===== src/rtl/aux_cls_pkg.sv =====
// Package: shared encodings for the AUX reply classifier.
// Assumes: outcome and kind codes are fixed and visible at the top ports.
package aux_cls_pkg;

    typedef enum logic [1:0] {
        OUT_OK     = 2'd0,
        OUT_TMO    = 2'd1,
        OUT_BAD    = 2'd2,
        OUT_UNPLUG = 2'd3
    } outcome_e;

    typedef enum logic [2:0] {
        K_ACK       = 3'd0,
        K_NACK      = 3'd1,
        K_DEFER     = 3'd2,
        K_I2C_NACK  = 3'd3,
        K_I2C_DEFER = 3'd4,
        K_BAD       = 3'd5,
        K_NONE      = 3'd7
    } kind_e;

    localparam int FLAG_W      = 7;
    localparam int F_TMO_STATE = 0;
    localparam int F_TMO       = 1;
    localparam int F_BAD_STOP  = 2;
    localparam int F_NO_DET    = 3;
    localparam int F_INV_HI    = 4;
    localparam int F_INV_LO    = 5;
    localparam int F_DEBUG     = 6;

    // Map the status nibble of reply byte 0 to a reply kind.
    function automatic kind_e decode_kind(input logic [3:0] code);
        case (code)
            4'd0:    return K_ACK;
            4'd1:    return K_NACK;
            4'd2:    return K_DEFER;
            4'd4:    return K_I2C_NACK;
            4'd8:    return K_I2C_DEFER;
            default: return K_BAD;
        endcase
    endfunction

endpackage


===== src/rtl/aux_done_waiter.sv =====
// Module: waits for receiver completion with a bounded cycle count.
// Does: after start, samples done_in and hpd_lost every cycle; fires when
// either is seen or when the loaded count has reached zero.
// Assumes: start is ignored while a wait is in progress.
module aux_done_waiter #(
    parameter int TMO_W = 16
) (
    input  logic             clk,
    input  logic             rst_n,
    input  logic             start,
    input  logic [TMO_W-1:0] tmo_cycles,
    input  logic             done_in,
    input  logic             hpd_lost,
    output logic             busy,
    output logic             fire,
    output logic             expired
);

    logic             waiting;
    logic [TMO_W-1:0] left;

    // Fire when completion, disconnect or an exhausted count is seen.
    always_comb begin
        fire    = waiting && (hpd_lost || done_in || (left == '0));
        expired = waiting && !hpd_lost && !done_in;
    end

    // Load the count on start, count down while waiting, stop on fire.
    always_ff @(posedge clk) begin
        if (!rst_n) begin
            waiting <= 1'b0;
            left    <= '0;
        end else if (!waiting) begin
            if (start) begin
                waiting <= 1'b1;
                left    <= tmo_cycles;
            end
        end else if (fire) begin
            waiting <= 1'b0;
        end else begin
            left <= left - 1'b1;
        end
    end

    assign busy = waiting;


    wait_ends_at_zero_chk: assert property (@(posedge clk) disable iff (!rst_n)
        (waiting && left == '0) |=> !waiting);


    start_begins_wait_chk: assert property (@(posedge clk) disable iff (!rst_n)
        (!waiting && start) |=> (waiting && left == $past(tmo_cycles)));

endmodule


===== src/rtl/aux_status_decoder.sv =====
// Module: combinational classification of a captured receiver status.
// Does: applies disconnect > timeout > line error > empty reply priority,
// then decodes the reply kind from the status nibble.
// Assumes: expired is high only when the wait ended without done.
module aux_status_decoder
    import aux_cls_pkg::*;
(
    input  logic              hpd_lost,
    input  logic              expired,
    input  logic [FLAG_W-1:0] rx_flags,
    input  logic              cnt_zero,
    input  logic [7:0]        status_byte,
    output outcome_e          outcome,
    output kind_e             kind,
    output logic              is_ack
);

    logic tmo_hit;
    logic line_err;
    logic unused_bits;

    // Group the receiver flags; the debug flag takes part in nothing.
    always_comb begin
        tmo_hit  = rx_flags[F_TMO_STATE] | rx_flags[F_TMO];
        line_err = rx_flags[F_BAD_STOP] | rx_flags[F_NO_DET]
                 | rx_flags[F_INV_HI]   | rx_flags[F_INV_LO];
    end

    assign unused_bits = ^{rx_flags[F_DEBUG], status_byte[3:0]};

    // Priority selection of the outcome and reply kind.
    always_comb begin
        outcome = OUT_OK;
        kind    = K_NONE;
        if (hpd_lost) begin
            outcome = OUT_UNPLUG;
        end else if (expired || tmo_hit) begin
            outcome = OUT_TMO;
        end else if (line_err || cnt_zero) begin
            outcome = OUT_BAD;
        end else begin
            outcome = OUT_OK;
            kind    = decode_kind(status_byte[7:4]);
        end
        is_ack = (outcome == OUT_OK) && (kind == K_ACK);
    end

endmodule


===== src/rtl/aux_payload_copier.sv =====
// Module: clamps and copies reply payload bytes into the caller buffer.
// Does: count = min(reply_cnt-1, buf_size, DATA_BYTES) when enabled, else 0;
// bytes above the count are driven to zero.
// Assumes: payload byte 0 is the first byte after the status byte.
module aux_payload_copier #(
    parameter int DATA_BYTES = 16,
    parameter int CNT_W      = 5
) (
    input  logic                    enable,
    input  logic [CNT_W-1:0]        reply_cnt,
    input  logic [CNT_W-1:0]        buf_size,
    input  logic [DATA_BYTES*8-1:0] payload,
    output logic [CNT_W-1:0]        copy_cnt,
    output logic [DATA_BYTES*8-1:0] data_out
);

    localparam logic [CNT_W-1:0] DATA_CAP = CNT_W'(DATA_BYTES);

    logic [CNT_W-1:0] avail;
    logic [CNT_W-1:0] lim_a;

    // Three-way minimum of payload length, caller size and storage.
    always_comb begin
        avail    = (reply_cnt == '0) ? '0 : reply_cnt - 1'b1;
        lim_a    = (avail < buf_size) ? avail : buf_size;
        copy_cnt = !enable ? '0 : ((lim_a < DATA_CAP) ? lim_a : DATA_CAP);
    end

    // One byte lane per buffer slot, gated by the clamped count.
    for (genvar i = 0; i < DATA_BYTES; i++) begin : g_lane
        assign data_out[i*8 +: 8] = (CNT_W'(i) < copy_cnt) ? payload[i*8 +: 8] : 8'h00;
    end

endmodule


===== src/rtl/aux_reply_classifier.sv =====
// Module: top of the AUX reply classifier.
// Does: waits for completion, classifies the captured status and copies
// the ACK payload; results are registered and strobed by res_valid.
// Assumes: receiver inputs are stable on the cycle the wait ends.
module aux_reply_classifier
    import aux_cls_pkg::*;
#(
    parameter int  MAX_BYTES  = 17,
    parameter int  TMO_W      = 16,
    localparam int CNT_W      = $clog2(MAX_BYTES + 1),
    localparam int DATA_BYTES = MAX_BYTES - 1
) (
    input  logic                    clk,
    input  logic                    rst_n,
    input  logic                    start,
    input  logic [TMO_W-1:0]        tmo_cycles,
    input  logic                    done_in,
    input  logic                    hpd_lost,
    input  logic [6:0]              rx_flags,
    input  logic [CNT_W-1:0]        reply_cnt,
    input  logic [MAX_BYTES*8-1:0]  reply_bytes,
    input  logic [CNT_W-1:0]        buf_size,
    output logic                    busy,
    output logic                    res_valid,
    output logic [1:0]              outcome,
    output logic [2:0]              kind,
    output logic [CNT_W-1:0]        data_cnt,
    output logic [DATA_BYTES*8-1:0] data_out
);

    logic                    fire;
    logic                    expired;
    outcome_e                dec_outcome;
    kind_e                   dec_kind;
    logic                    dec_ack;
    logic [CNT_W-1:0]        cp_cnt;
    logic [DATA_BYTES*8-1:0] cp_data;

    aux_done_waiter #(.TMO_W(TMO_W)) i_waiter (
        .clk        (clk),
        .rst_n      (rst_n),
        .start      (start),
        .tmo_cycles (tmo_cycles),
        .done_in    (done_in),
        .hpd_lost   (hpd_lost),
        .busy       (busy),
        .fire       (fire),
        .expired    (expired)
    );

    aux_status_decoder i_decoder (
        .hpd_lost    (hpd_lost),
        .expired     (expired),
        .rx_flags    (rx_flags),
        .cnt_zero    (reply_cnt == '0),
        .status_byte (reply_bytes[7:0]),
        .outcome     (dec_outcome),
        .kind        (dec_kind),
        .is_ack      (dec_ack)
    );

    aux_payload_copier #(.DATA_BYTES(DATA_BYTES), .CNT_W(CNT_W)) i_copier (
        .enable    (dec_ack),
        .reply_cnt (reply_cnt),
        .buf_size  (buf_size),
        .payload   (reply_bytes[MAX_BYTES*8-1:8]),
        .copy_cnt  (cp_cnt),
        .data_out  (cp_data)
    );

    // Register the result on the cycle the wait ends and strobe it.
    always_ff @(posedge clk) begin
        if (!rst_n) begin
            res_valid <= 1'b0;
            outcome   <= OUT_OK;
            kind      <= K_NONE;
            data_cnt  <= '0;
            data_out  <= '0;
        end else begin
            res_valid <= fire;
            if (fire) begin
                outcome  <= dec_outcome;
                kind     <= dec_kind;
                data_cnt <= cp_cnt;
                data_out <= cp_data;
            end
        end
    end


    single_pulse_chk: assert property (@(posedge clk) disable iff (!rst_n)
        res_valid |=> !res_valid);


    hold_result_chk: assert property (@(posedge clk) disable iff (!rst_n)
        !res_valid |-> ($stable(outcome) && $stable(kind) && $stable(data_cnt)));


    unplug_wins_chk: assert property (@(posedge clk) disable iff (!rst_n)
        (res_valid && $past(hpd_lost)) |-> (outcome == OUT_UNPLUG));


    tmo_flag_wins_chk: assert property (@(posedge clk) disable iff (!rst_n)
        (res_valid && !$past(hpd_lost) && ($past(rx_flags[1:0]) != 2'b00))
        |-> (outcome == OUT_TMO));


    copy_bound_chk: assert property (@(posedge clk) disable iff (!rst_n)
        res_valid |-> (data_cnt <= $past(buf_size)));


    no_copy_unless_ack_chk: assert property (@(posedge clk) disable iff (!rst_n)
        (res_valid && kind != K_ACK) |-> (data_cnt == '0));


    kind_none_on_fail_chk: assert property (@(posedge clk) disable iff (!rst_n)
        (res_valid && outcome != OUT_OK) |-> (kind == K_NONE));

endmodule


===== config.mk =====
export PLATFORM = sky130hd
export DESIGN_NAME = aux_reply_classifier
export DESIGN_NICKNAME = d
export VERILOG_FILES = /design/src/rtl/aux_cls_pkg.sv /design/src/rtl/aux_done_waiter.sv /design/src/rtl/aux_status_decoder.sv /design/src/rtl/aux_payload_copier.sv /design/src/rtl/aux_reply_classifier.sv
export SDC_FILE = /design/constraint.sdc
export NUM_CORES = 1
export LEC_CHECK = 0
export ABC_AREA = 1
export BUFFER_PORTS_ARGS = -buffer_cell sky130_fd_sc_hd__buf_4
export CORE_AREA = 2 2 130 132
export DETAILED_ROUTE_END_ITERATION = 10
export DIE_AREA = 0 0 132 134
export HOLD_SLACK_MARGIN = 0.08
export PLACE_DENSITY = 0.75
export RECOVER_POWER = 25
export SLEW_MARGIN = 15
export SYNTH_ARGS = -nofsm -noshare
export SYNTH_HDL_FRONTEND = slang
export SYNTH_SLANG_ARGS = --single-unit

===== constraint.sdc =====
create_clock -name clk -period 2.9 [get_ports clk]
set_input_delay 0.58 -clock clk [delete_from_list [all_inputs] [get_ports clk]]
set_output_delay 0.58 -clock clk [all_outputs]
set_load 0.005 [all_outputs]

; Yosys cells after proc, flatten, opt, wreduce, memory -nomap -nowiden
; Index checks and enable logic that the tools add are counted.
[op_classes]
add_sub_neg = 2
order_cmp = 18
n_eq_ne = 5
muxes = 33
bitwise_logic = 4
reduce_logical = 17
[ops]
columns = operator, n
row1 = 8-bit two-way mux, 16
row2 = 16-bit two-way mux, 3
row3 = 4-bit by 5-bit < comparator with 1-bit output (first input constant), 8
row4 = 3-bit by 5-bit < comparator with 1-bit output (first input constant), 4
row5 = 5-bit two-way mux, 4
row6 = 16-bit zero test, 1
row7 = 16-bit by 1-bit subtractor with 16-bit output (second input constant), 1
row8 = 3-bit one-hot mux with 5 select lines, 1
row9 = 1-bit by 5-bit < comparator with 1-bit output (first input constant), 2
row10 = 2-bit by 5-bit < comparator with 1-bit output (first input constant), 2
row11 = 3-bit two-way mux, 3
row12 = 2-bit two-way mux, 3
row13 = 5-bit zero test, 1
row14 = 5-bit < comparator, 1
row15 = 5-bit < comparator (second input constant), 1
row16 = 5-bit by 1-bit subtractor with 5-bit output (second input constant), 1
row17 = 4-bit by 1-bit equality test with 1-bit output (second input constant), 1
row18 = 4-bit by 2-bit equality test with 1-bit output (second input constant), 1
row19 = 4-bit by 3-bit equality test with 1-bit output (second input constant), 1
row20 = 4-bit equality test (second input constant), 1
row21 = 1-bit logical AND, 4
row22 = 4-bit zero test, 1
row23 = 1-bit logical OR, 4
row24 = 1-bit bitwise OR, 4
row25 = 7 further kinds, 10
[totals]
reg_bits = 156
inputBits = 174
output_inout_bits = 140
word_cells = 86

; Depth between registers and ports, before layout
; Gate-level depths: netlist of run 1.
[depth]
depth_word = 12
mapped_depth = 21
ltp_nobuf = 20

; Cells and area by module
; Synthesis of run 1 repeated with hierarchy kept, for this count alone.
[hier_totals]
hier_cells = 1509
area_unflattened_um2 = 8847.2
[by_module_without_submodules]
columns = mod, n_inst, cells_each, area_each_um2, seq_area_each_um2
row1 = aux_reply_classifier, 1, 877, 5745.5, 2782.7
row2 = aux_payload_copier, 1, 365, 1621.6, 0.0
row3 = aux_done_waiter, 1, 238, 1306.3, 340.3
row4 = aux_status_decoder, 1, 29, 173.9, 0.0

; Least setup slack after synthesis of run 1
; OpenSTA, ideal clock, no wires.
[synth_timing]
path_type = input port to flip-flop
start = in reply_cnt[0]
end = reg data_out[68]
setup_ns = 0.128
t_arrival_ns = 2.926
required_ns = 2.772
setup_slack_ns = -0.155
cell_stages = 16
n_path_buf = 2
cell_sequence = inv_1 ha_1 or2_0 a21oi_1 ha_1 a21oi_1 o21a_1 nand2_4 nand2_1 nand2_1 o21ai_4 inv_2 buf_4 buf_6 nand3_1 a21oi_1
[synth_between]
elab_chain_len = 10
word_cells_on_any_way = 20
cone_classes = add/sub: 1 / order compare: 3 / mux: 11 / reduce/logical: 5
[synth_rtl]
columns = element, line_no
row1 = start: declaration, aux_reply_classifier.sv:20  ; input logic [CNT_W-1:0] reply_cnt,
row2 = "parallel branches: the longest is 7 deep, another holds 5-bit by 1-bit subtractor with 5-bit output", -
row3 = 5-bit two-way mux *, aux_payload_copier.sv:26  ; copy_cnt = !enable ? '0 : ((lim_a < DATA_CAP) ? lim_a : DATA_CAP);
row4 = 4-bit by 5-bit < comparator with 1-bit output *, aux_payload_copier.sv:31  ; assign data_out[i*8 +: 8] = (CNT_W'(i) < copy_cnt) ? payload[i*8 +: 8] : 8'h00;
row5 = 8-bit two-way mux *, aux_payload_copier.sv:31
row6 = end signal: assignment, aux_reply_classifier.sv:85  ; data_out <= cp_data;
row7 = end: declaration, aux_reply_classifier.sv:28  ; output logic [DATA_BYTES*8-1:0] data_out
; Mark *: on every way between the ends.
; A chain may end at the register's enable or synchronous reset.

; Final worst setup path of run 1
[layout_timing]
start = in reply_cnt[1]
end = reg data_out[84]
; The elaborated chain is that of the path after synthesis.

==> results of run 1 <==
-- critical path, stage by stage --
cell and delay [ns]:
buf_4 0.11, inv_1 0.08, ha_1 0.15, inv_1 0.06
nor2_1 0.11, nand2_2 0.06, inv_1 0.10, a21oi_2 0.05
ha_1 0.30, a21oi_1 0.13, o21a_2 0.20, nand2_4 0.09
nand2_1 0.08, nand2_2 0.10, o21ai_4 0.18, buf_12 0.15
inv_2 0.07, buf_12 0.16, nand4_1 0.11, a21oi_1 0.07
-- metrics by stage --
stage	utilization [%]	cell area [µm²]
global placement	58.2	9480
floorplan	-	6720
CTS	61.7	10100
detailed placement	58.2	9480
global route	61.5	10000
finish	61.5	10000
-- report_power, final --
| group | leakage, nW | internal (mW) | switching (mW) |
|---|---|---|---|
| logic | 2.85 | 0.445 | 0.456 |
| clock network | 0.273 | 1.22 | 0.968 |
| registers | 1.28 | 2.29 | 0.0890 |
| total | 4.40 | 3.96 | 1.51 |
-- synthesized netlist by cell type (5+ instances only) --
library cell and count:
dfxtp_1 156, nand2_1 148, o21ai_0 139, a21oi_1 137
nand3_1 92, inv_1 48, nor2_1 41, clkbuf_1 38
nand4_1 19, buf_2 15, a31oi_1 13, ha_1 7
nand2_2 7, buf_4 5
-- flip-flops by register name (all words and copies together) (netlist names) --
name,count
kind,3
i_waiter.busy,1
data_out,128
res_valid,1
outcome,2
i_waiter.left,16
data_cnt,5
-- repair_timing --
item                                    in CTS  in global routing
buffers inserted                             0                  0
endpoints found under the setup margin       0                106
gates resized for setup                      0                 12
-- worst min-delay path by stage --
| stage | from | to | slack (ns) | depth (start not counted) |
|---|---|---|---|---|
| 2_1_floorplan | kind[0]$_SDFFE_PN1P_ | kind[0]$_SDFFE_PN1P_ | 0.46 | 1 |
| 3_3_place_gp | kind[0]$_SDFFE_PN1P_ | kind[0]$_SDFFE_PN1P_ | 0.45 | 1 |
| 3_5_place_dp | data_out[115]$_SDFFE_PN0P_ | data_out[115]$_SDFFE_PN0P_ | 0.46 | 2 |
| 4_1_cts | reply_bytes[66] | data_out[58]$_SDFFE_PN0P_ | 0.36 | 3 |
| 5_1_grt | reply_bytes[71] | data_out[63]$_SDFFE_PN0P_ | 0.36 | 3 |
| 6_report | reply_bytes[66] | data_out[58]$_SDFFE_PN0P_ | 0.37 | 3 |
-- area by class of cell --
type | instances | area (µm²) | share of cell area, %
clock buffers | 18 | 439 | 4.39
clock inverters | 13 | 130 | 1.30
inverters | 51 | 194 | 1.94
multi-input cells | 632 | 3160 | 31.5
flip-flops and latches | 156 | 3120 | 31.2
well taps | 220 | 275 | 2.75
repair buffers | 350 | 2690 | 26.9
-- logic make-up after synthesis --
logic type	Yosys count	share of synthesized area, %
simple gates	322	21.5
xor+xnor	2	0.261
compound gates	301	23.4
fa+ha+maj	7	1.31
flops	156	46.6
buf+inv	111	7.00
-- metal layers --
| layer | track usage, % | part of all wire, % |
|---|---|---|
| met1 | 29.4 | 43 |
| met2 | 37.7 | 47 |
| met3 | 5.82 | 6.4 |
| met4 | 11.8 | 3.8 |
| met5 | 0 | 0 |
==> results.md, run 1 <==
* Normalized max-slew margin at 65.4%
* Std cell rows at 47
* Number of global-route vias before repair at 6,699
* First-pass DRT Iterations at 7
* Outcome: finished clean
* Worst r2r path cells at 13
* TritonCTS Buffers at 17
* Synthesis warning total at 0
* CTS tree: done
* Cells after DPL at 1,409
* I/O pins at 314
* Fraction of layout cells with a size suffix above 1 at 32.4%
* Initial drt markers at 430
* Seq/Total Area, Yosys at 46.6%
* Worst r2r src: i_waiter.left[0]$_SDFFE_PN0P_
* Number of remaining DRC errors at 0
* Filler cell count at 1,504
* Depth of the CTS H-tree at 4
* Max cap viols at 0
* Crit Path Max Fanout at 24
* Core area at 0.0163 mm²
* Synth Register Bits at 156
* Main flop type after synthesis: dfxtp_1
* Syn_nets at 1,080
* PortBufs at 308
* Synth top area cells: dfxtp_1 (47%), o21ai_0 (10%), a21oi_1 (10%)
* Antenna violations before repair at 0
* Final-report hold violation count at 0
* CP required at 3.21 ns
* Cell accounting for the most synthesized area: dfxtp_1
* Final Cycle Share at 91.0%
* Chip height at 134 µm
* Diodes inserted at 0
* Clk_skew at 0.0137 ns
* Clock Root Buffer: clkbuf_16
* Area Overhead vs Synth at 49.3%
* Leakage at 4.40 nW
* Vias after detailed routing at 7,352
* Die ar. at 0.0177 mm²
* Initial Utilization at 41.2%
* Setup TNS at 0 ns
* R2r endpoint: data_out[24]$_SDFFE_PN0P_
* Largest net degree at the start of global routing at 129
* Final std cells w/o fill at 1,440
* Crit path DAT at 2.95 ns
* Most frequent cells in the layout: buf_4 (265), dfxtp_1 (156), nand2_1 (144)
* Cell area after synthesis at 0.00671 mm²
* Avg Inst Size Synth at 7.46 µm²
* Final worst setup slack at 0.260 ns
* Detailed-route wire length at 21,600 µm
* Grt ovf at 0
* Tmin final at 2.64 ns
* Fin. max-slew vios at 0
* Wire length per cell at 15.0 µm
* Startpoint Class: primary input
* # setup viols final at 0
* WHS at 0.367 ns
* Fmax at 379 MHz
* Synth top area share at 46.6%
* Worst slew pin tran at 0.518 ns
* Worst-skew pair later-pin latency at 0.43 ns
* Vias/cell at 5.11
* Post-detailed-route count of antenna-violating nets at 0
* Gate Count Post-Synth at 899
* Die Width at 132 µm
* PD cells at 546 mW/mm²
* Clock sink count at 156
* Worst-path clk slew at 0.06 ns
* Post-synth cell types at 37
* Hold Path Class: in2reg
* Most common cell after layout, fill and taps aside: buf_4
* Global-route usage over all layers at 23.5%
* Overall power at 5.47 mW
* Longest Clk Path Bufs at 2
* Share of flip-flops with an asynchronous set or reset at 0%
* Critical Path Start: reply_cnt[1]
* Number of synthesized flops with an enable pin at 0
* VDD IR max at 0.409 mV
* Post-DP HPWL at 15,400 µm
* Post-place setup slack at -0.354 ns
* Critical Path End Type: flop
* R2R Setup Slk at 0.46 ns
* Nets at 1,389
* GPL Wtd Cong at 0.832
* First-pass GRT wire length at 33,700 µm
* # hold bufs at CTS at 0
* WS Path Type: in2reg
* Crit path to: data_out[84]$_SDFFE_PN0P_
No activity file was read; power rests on OpenSTA's default activity.
==> run 2: changes to the inputs <==
--- a/config.mk
+++ b/config.mk
@@ -7,11 +7,11 @@
 export LEC_CHECK = 0
 export ABC_AREA = 1
 export BUFFER_PORTS_ARGS = -buffer_cell sky130_fd_sc_hd__buf_4
-export CORE_AREA = 2 2 130 132
+export CORE_AREA = 2 2 148 107
 export DETAILED_ROUTE_END_ITERATION = 10
-export DIE_AREA = 0 0 132 134
+export DIE_AREA = 0 0 150 109
 export HOLD_SLACK_MARGIN = 0.08
-export PLACE_DENSITY = 0.75
+export PLACE_DENSITY = 0.78
 export RECOVER_POWER = 25
 export SLEW_MARGIN = 15
 export SYNTH_ARGS = -nofsm -noshare
==> constraint.sdc (replaced) <==
create_clock -name clk -period 3 [get_ports clk]
set_input_delay 0.6 -clock clk [delete_from_list [all_inputs] [get_ports clk]]
set_output_delay 0.6 -clock clk [all_outputs]
set_load 0.005 [all_outputs]
==> run 2 against run 1 <==
Net effect:
- critical path type unchanged
- register-to-register slack better by 0.12 ns
- die area is 7.6% lower
- sequential power is 3% lower
- sequential cell count stayed put
- worst hold slack better by 0.032 ns
- non-clock buffer count is 2 higher
- clock skew is 0.0052 ns lower
- via count is 1.4% lower
- setup slack worse by 0.025 ns
- clock-buffer cell count stayed put
- power is 5.9% lower
- combinational power is 2.9% lower
==> results.md, run 2 (synthesis gave the netlist of run 1 again) <==
* Crit Path Max Fanout at 8
* Post-detailed-route count of antenna-violating nets at 0
* CP dominant cell by count: inv_1
* GPL Wtd Cong at 0.857
* Startpoint Class: primary input
* PD cells at 513 mW/mm²
* Worst slew pin tran at 0.514 ns
* Fraction of layout cells with a size suffix above 1 at 32.3%
* PortBufs at 308
* Slowest stage delay, CP at 0.29 ns
* Worst r2r src: i_waiter.left[0]$_SDFFE_PN0P_
* Max reg flops at 128
* Worst r2r path cells at 13
* Die ar. at 0.0164 mm²
* # hold bufs at CTS at 0
* Final worst setup slack at 0.235 ns
* Vias/cell at 5.09
* Post-layout util at 66.8%
* CTS resizes at 0
* Clk_skew at 0.00848 ns
* Grt ovf at 0
* CP top delay family: compound AO/OA/AOI/OAI gates
* Initial Utilization at 44.6%
* Placed cell area at 0.00956 mm²
* Critical Path Start: reply_cnt[0]
* Overall power at 5.15 mW
* Core area at 0.0150 mm²
* Most common cell after layout, fill and taps aside: buf_4
* Most frequent cells in the layout: buf_4 (261), dfxtp_1 (156), nand2_1 (145)
* R2r endpoint: data_out[96]$_SDFFE_PN0P_
* Wire length per cell at 14.6 µm
* Depth of the CTS H-tree at 4
* Critical path, cell by cell: buf_4 -> inv_1 -> ha_1 -> inv_1 -> nor2_1 -> nand2_2 -> inv_1 -> a21oi_2 -> ha_1 -> a21oi_1 -> o21a_2 -> nand2_4 -> o21ai_2 -> inv_1 -> o21ai_2 -> nand3_1 -> buf_12 -> nand2_1 -> a21oi_1
* Clock Root Buffer: clkbuf_16
* VDD IR max at 0.485 mV
* Worst Hold End: data_out[61]$_SDFFE_PN0P_
* Clock share of power at 38.3%
* Leakage at 4.42 nW
* First-pass DRT Iterations at 5
* R2R Setup Slk at 0.58 ns
* Diodes inserted at 0
* Initial drt markers at 484
* Slowest stage cell, crit path: ha_1
* Fmax at 362 MHz
* Global-route usage over all layers at 24.8%
* CTS tree: done
* Hold path cells at 3
* WHS at 0.399 ns
* Nets at 1,391
* Post-CTS setup buffer count at 0
* Crit path DAT at 3.07 ns
* Worst-skew pair later-pin latency at 0.42 ns
* Std cell rows at 38
* Detailed-route wire length at 20,800 µm
* Hold path startpoint: reply_bytes[69]
* Reported net switching power at 1.42 mW
* Tmin final at 2.76 ns
* Max cap viols at 0
* Post-place setup slack at -0.220 ns
* First-pass GRT wire length at 32,400 µm
* Fin. max-slew vios at 0
* Post-route cell area at 0.0100 mm²
* Final Cycle Share at 92.2%
* Longest Clk Path Bufs at 2
* Number of global-route vias before repair at 6,561
* Clock sink count at 156
* CP required at 3.30 ns
* WS Path Type: in2reg
* Outcome: finished clean
* Internal power at 3.73 mW
* Critical Path End Type: flop
* Die Width at 150 µm
* Reg power frac at 44.7%
* Buf+Inv Stages, Crit Path at 6
* TritonCTS Buffers at 17
* Worst-path clk slew at 0.06 ns
* I/O pins at 314
* Vias after detailed routing at 7,247
* Unrepaired setup endpoints after global routing: false
* Number of remaining DRC errors at 0
* Post-DP HPWL at 14,800 µm
* Area Overhead vs Synth at 49.8%
* Chip height at 109 µm
* Largest net degree at the start of global routing at 135
* Antenna violations before repair at 0
* Comb power frac at 17.0%
* Top reg by flops: data_out
* Normalized max-slew margin at 65.7%
* Final-report hold violation count at 0
* Filler cell count at 1,319
* # setup viols final at 0
* Hold Path Class: in2reg
* Regs by FF count: data_out x128, i_waiter.left x16, data_cnt x5
* Sw Share at 27.6%
run 2: final cells by class:
cell class                 instances  area, µm²  area share [%]
multi-input combinational        632       3140            31.3
sequential                       156       3120            31.1
timing repair buffer             352       2790            27.8
clock buffer                      18        429            4.27
tap                              200        250            2.49
inverter                          51        196            1.96
clock inverter                    14        111            1.11
run 2: metal layers:
metal  vias to the layer above  global-route usage (%)  share of wire [%]
met5                         -                       0                  0
li1                       3700                       -                  -
met1                      3250                    31.6                 44
met4                         0                    8.02                1.5
met2                       269                    40.8                 47
met3                        28                    7.07                7.6
run 2: worst min-delay path: stages:
cell	delay, ns
buf_4	0.08
nand3_1	0.06
nand2_1	0.05
run 2: metrics by stage:
stage | setup TNS (ns) | std cells
2_1_floorplan | 0 | 899
3_3_place_gp | -7.67 | 1391
4_1_cts | 0 | 1423
5_1_grt | 0 | 1423
3_5_place_dp | -16.67 | 1391
6_report | 0 | 1423
run 2: worst max-delay path by stage:
stage | endpoint | cells past startpoint | slack [ns]
3_5_place_dp | data_out[14]$_SDFFE_PN0P_ | 18 | -0.22
3_3_place_gp | data_out[37]$_SDFFE_PN0P_ | 16 | -0.14
2_1_floorplan | data_out[68]$_SDFFE_PN0P_ | 16 | 0.008
5_1_grt | data_out[1]$_SDFFE_PN0P_ | 17 | 0.0005
6_report | data_out[4]$_SDFFE_PN0P_ | 19 | 0.24
4_1_cts | data_out[116]$_SDFFE_PN0P_ | 20 | 0.23
run 2: power groups by stage:
stage | combinational, mW | sequential, mW | clock [mW]
3_5_place_dp | 0.888 | 2.34 | 0
5_1_grt | 0.976 | 2.32 | 2.10
6_report | 0.875 | 2.30 | 1.97
4_1_cts | 0.892 | 2.30 | 2.01
3_3_place_gp | 0.869 | 2.34 | 0
2_1_floorplan | 0.394 | 2.35 | 0
==> run 3: changes to the inputs <==
--- a/config.mk
+++ b/config.mk
@@ -13,6 +13,7 @@
 export HOLD_SLACK_MARGIN = 0.08
 export PLACE_DENSITY = 0.78
 export RECOVER_POWER = 25
+export SETUP_SLACK_MARGIN = 0.4
 export SLEW_MARGIN = 15
 export SYNTH_ARGS = -nofsm -noshare
 export SYNTH_HDL_FRONTEND = slang
==> run 3 against run 2 <==
Net effect:
- sequential cell count stayed put
- critical path type unchanged
- non-clock buffer count is 10 higher
- maximum frequency is 1.7% higher
- clock-buffer cell count is 1 lower
- largest power group unchanged
- highest routed layer unchanged
- critical path depth is 1 lower
- combinational power is 14% higher
==> results.md, run 3 (synthesis gave the netlist of run 1 again) <==
* Post-place setup slack at -0.151 ns
* Slowest stage delay, CP at 0.23 ns
* Crit path DAT at 3.01 ns
* Worst r2r src: i_waiter.left[0]$_SDFFE_PN0P_
* Crit Path Max Fanout at 8
* Post-detailed-route count of antenna-violating nets at 0
* PortBufs at 308
* Normalized max-slew margin at 66.8%
* Die Width at 150 µm
* Vias after detailed routing at 7,625
* Largest net degree at the start of global routing at 135
* Most frequent cells in the layout: buf_4 (256), dfxtp_1 (156), o21ai_0 (136)
* Detailed-route wire length at 23,900 µm
* Wire length per cell at 16.7 µm
* # setup viols final at 0
* Initial Utilization at 44.6%
* Leakage at 4.70 nW
* Worst slew pin tran at 0.498 ns
* CP required at 3.30 ns
* Worst-skew pair later-pin latency at 0.42 ns
* Fraction of layout cells with a size suffix above 1 at 42.3%
* Post-DP HPWL at 14,900 µm
* WS Path Type: in2reg
* Clock sink count at 156
* Critical Path End Type: flop
* Vias/cell at 5.32
* Critical Path Start: reply_cnt[1]
* Slowest stage cell, crit path: or2_4
* Critical path, cell by cell: buf_8 -> inv_12 -> ha_4 -> or2_4 -> a21oi_4 -> ha_4 -> a21oi_2 -> o21a_4 -> nand2_8 -> nand2_4 -> nand2_4 -> nor2_4 -> buf_6 -> nand4_1 -> buf_6 -> buf_12 -> nand4_1 -> a21oi_2
* Fmax at 368 MHz
* CP top delay family: simple AND/OR/NAND/NOR gates
* Nets at 1,401
* Fin. max-slew vios at 0
* Tmin final at 2.72 ns
* Area Overhead vs Synth at 64.9%
* Overall power at 5.51 mW
* Initial drt markers at 416
* CTS tree: done
* Max reg flops at 128
* Global-route usage over all layers at 25.6%
* Final-report hold violation count at 0
* Most common cell after layout, fill and taps aside: buf_4
* # hold bufs at CTS at 0
* Top reg by flops: data_out
* Max cap viols at 0
* Clk_skew at 0.0113 ns
* VDD IR max at 0.348 mV
* GPL Wtd Cong at 0.822
* Diodes inserted at 0
* I/O pins at 314
* Unrepaired setup endpoints after global routing: true
* Regs by FF count: data_out x128, i_waiter.left x16, data_cnt x5
* Hold path startpoint: reply_bytes[66]
* Startpoint Class: primary input
* Worst-path clk slew at 0.06 ns
* First-pass DRT Iterations at 5
* Grt ovf at 0
* Final Cycle Share at 90.6%
* TritonCTS Buffers at 17
* PD cells at 498 mW/mm²
* Number of global-route vias before repair at 6,799
* Die ar. at 0.0164 mm²
* Post-layout util at 73.6%
* Hold Path Class: in2reg
* Outcome: finished clean
* Filler cell count at 1,162
* Final worst setup slack at 0.283 ns
* Std cell rows at 38
* Core area at 0.0150 mm²
* Buf+Inv Stages, Crit Path at 5
* Antenna violations before repair at 0
* Chip height at 109 µm
* Longest Clk Path Bufs at 2
* Number of remaining DRC errors at 0
* Depth of the CTS H-tree at 4
* First-pass GRT wire length at 33,400 µm
* Clock Root Buffer: clkbuf_16
run 3: cell type report:
type	instances	area, µm²	area share [%]
multi-input cells	632	3820	34.6
well taps	200	250	2.26
clock inverters	15	174	1.57
flip-flops and latches	156	3120	28.2
clock buffers	17	425	3.85
repair buffers	362	3030	27.4
inverters	51	231	2.09
run 3: power breakdown:
group | switching (mW) | internal [mW] | total, mW
Combinational | 0.520 | 0.477 | 0.996
Sequential | 0.0848 | 2.22 | 2.30
Clock | 0.952 | 1.26 | 2.21
run 3: worst paths after layout:
| path | cells after the start | to | slack (ns) |
|---|---|---|---|
| max | 18 | data_out[80]$_SDFFE_PN0P_ | 0.28 |
| min | 3 | data_out[58]$_SDFFE_PN0P_ | 0.39 |
| max reg2reg | 13 | data_out[45]$_SDFFE_PN0P_ | 0.59 |
| min reg2reg | 2 | data_out[123]$_SDFFE_PN0P_ | 0.46 |
run 3: worst register-to-register path: cells and delay by family (launching register included):
family	cells	cell delay, ns
AND/OR/NAND/NOR	6	0.77
buffers and inverters	4	0.74
AO/OA/AOI/OAI	2	0.36
flip-flops	1	0.31
adder cells (fa/ha/maj)	1	0.18
run 3: stage by stage:
stage | std cells | hold slack [ns] | area [µm²] | TNS, ns
2_1_floorplan | 899 | 0.461 | 6910 | 0
3_3_place_gp | 1380 | 0.446 | 9570 | -5.18
3_5_place_dp | 1380 | 0.451 | 9570 | -8.74
4_1_cts | 1415 | 0.381 | 10300 | 0
5_1_grt | 1433 | 0.402 | 11100 | 0
6_report | 1433 | 0.395 | 11100 | 0
run 3: what timing repair did:
action,CTS,global route
setup endpoints to repair,99,130
gates resized for setup,13,133
gates cloned,0,11
pin swaps,6,35
hold endpoints to repair,0,0
setup buffers,3,7
run 3: layer usage:
layer / up-vias / routed length, µm / share of wire [%] / track usage, %
met2: 285 / 11700 / 49 / 42.5
met4: 0 / 490 / 2.1 / 7.48
met5: - / 0 / 0 / 0
met1: 3565 / 9680 / 41 / 31.4
li1: 3739 / - / - / -
met3: 36 / 1980 / 8.3 / 9.08
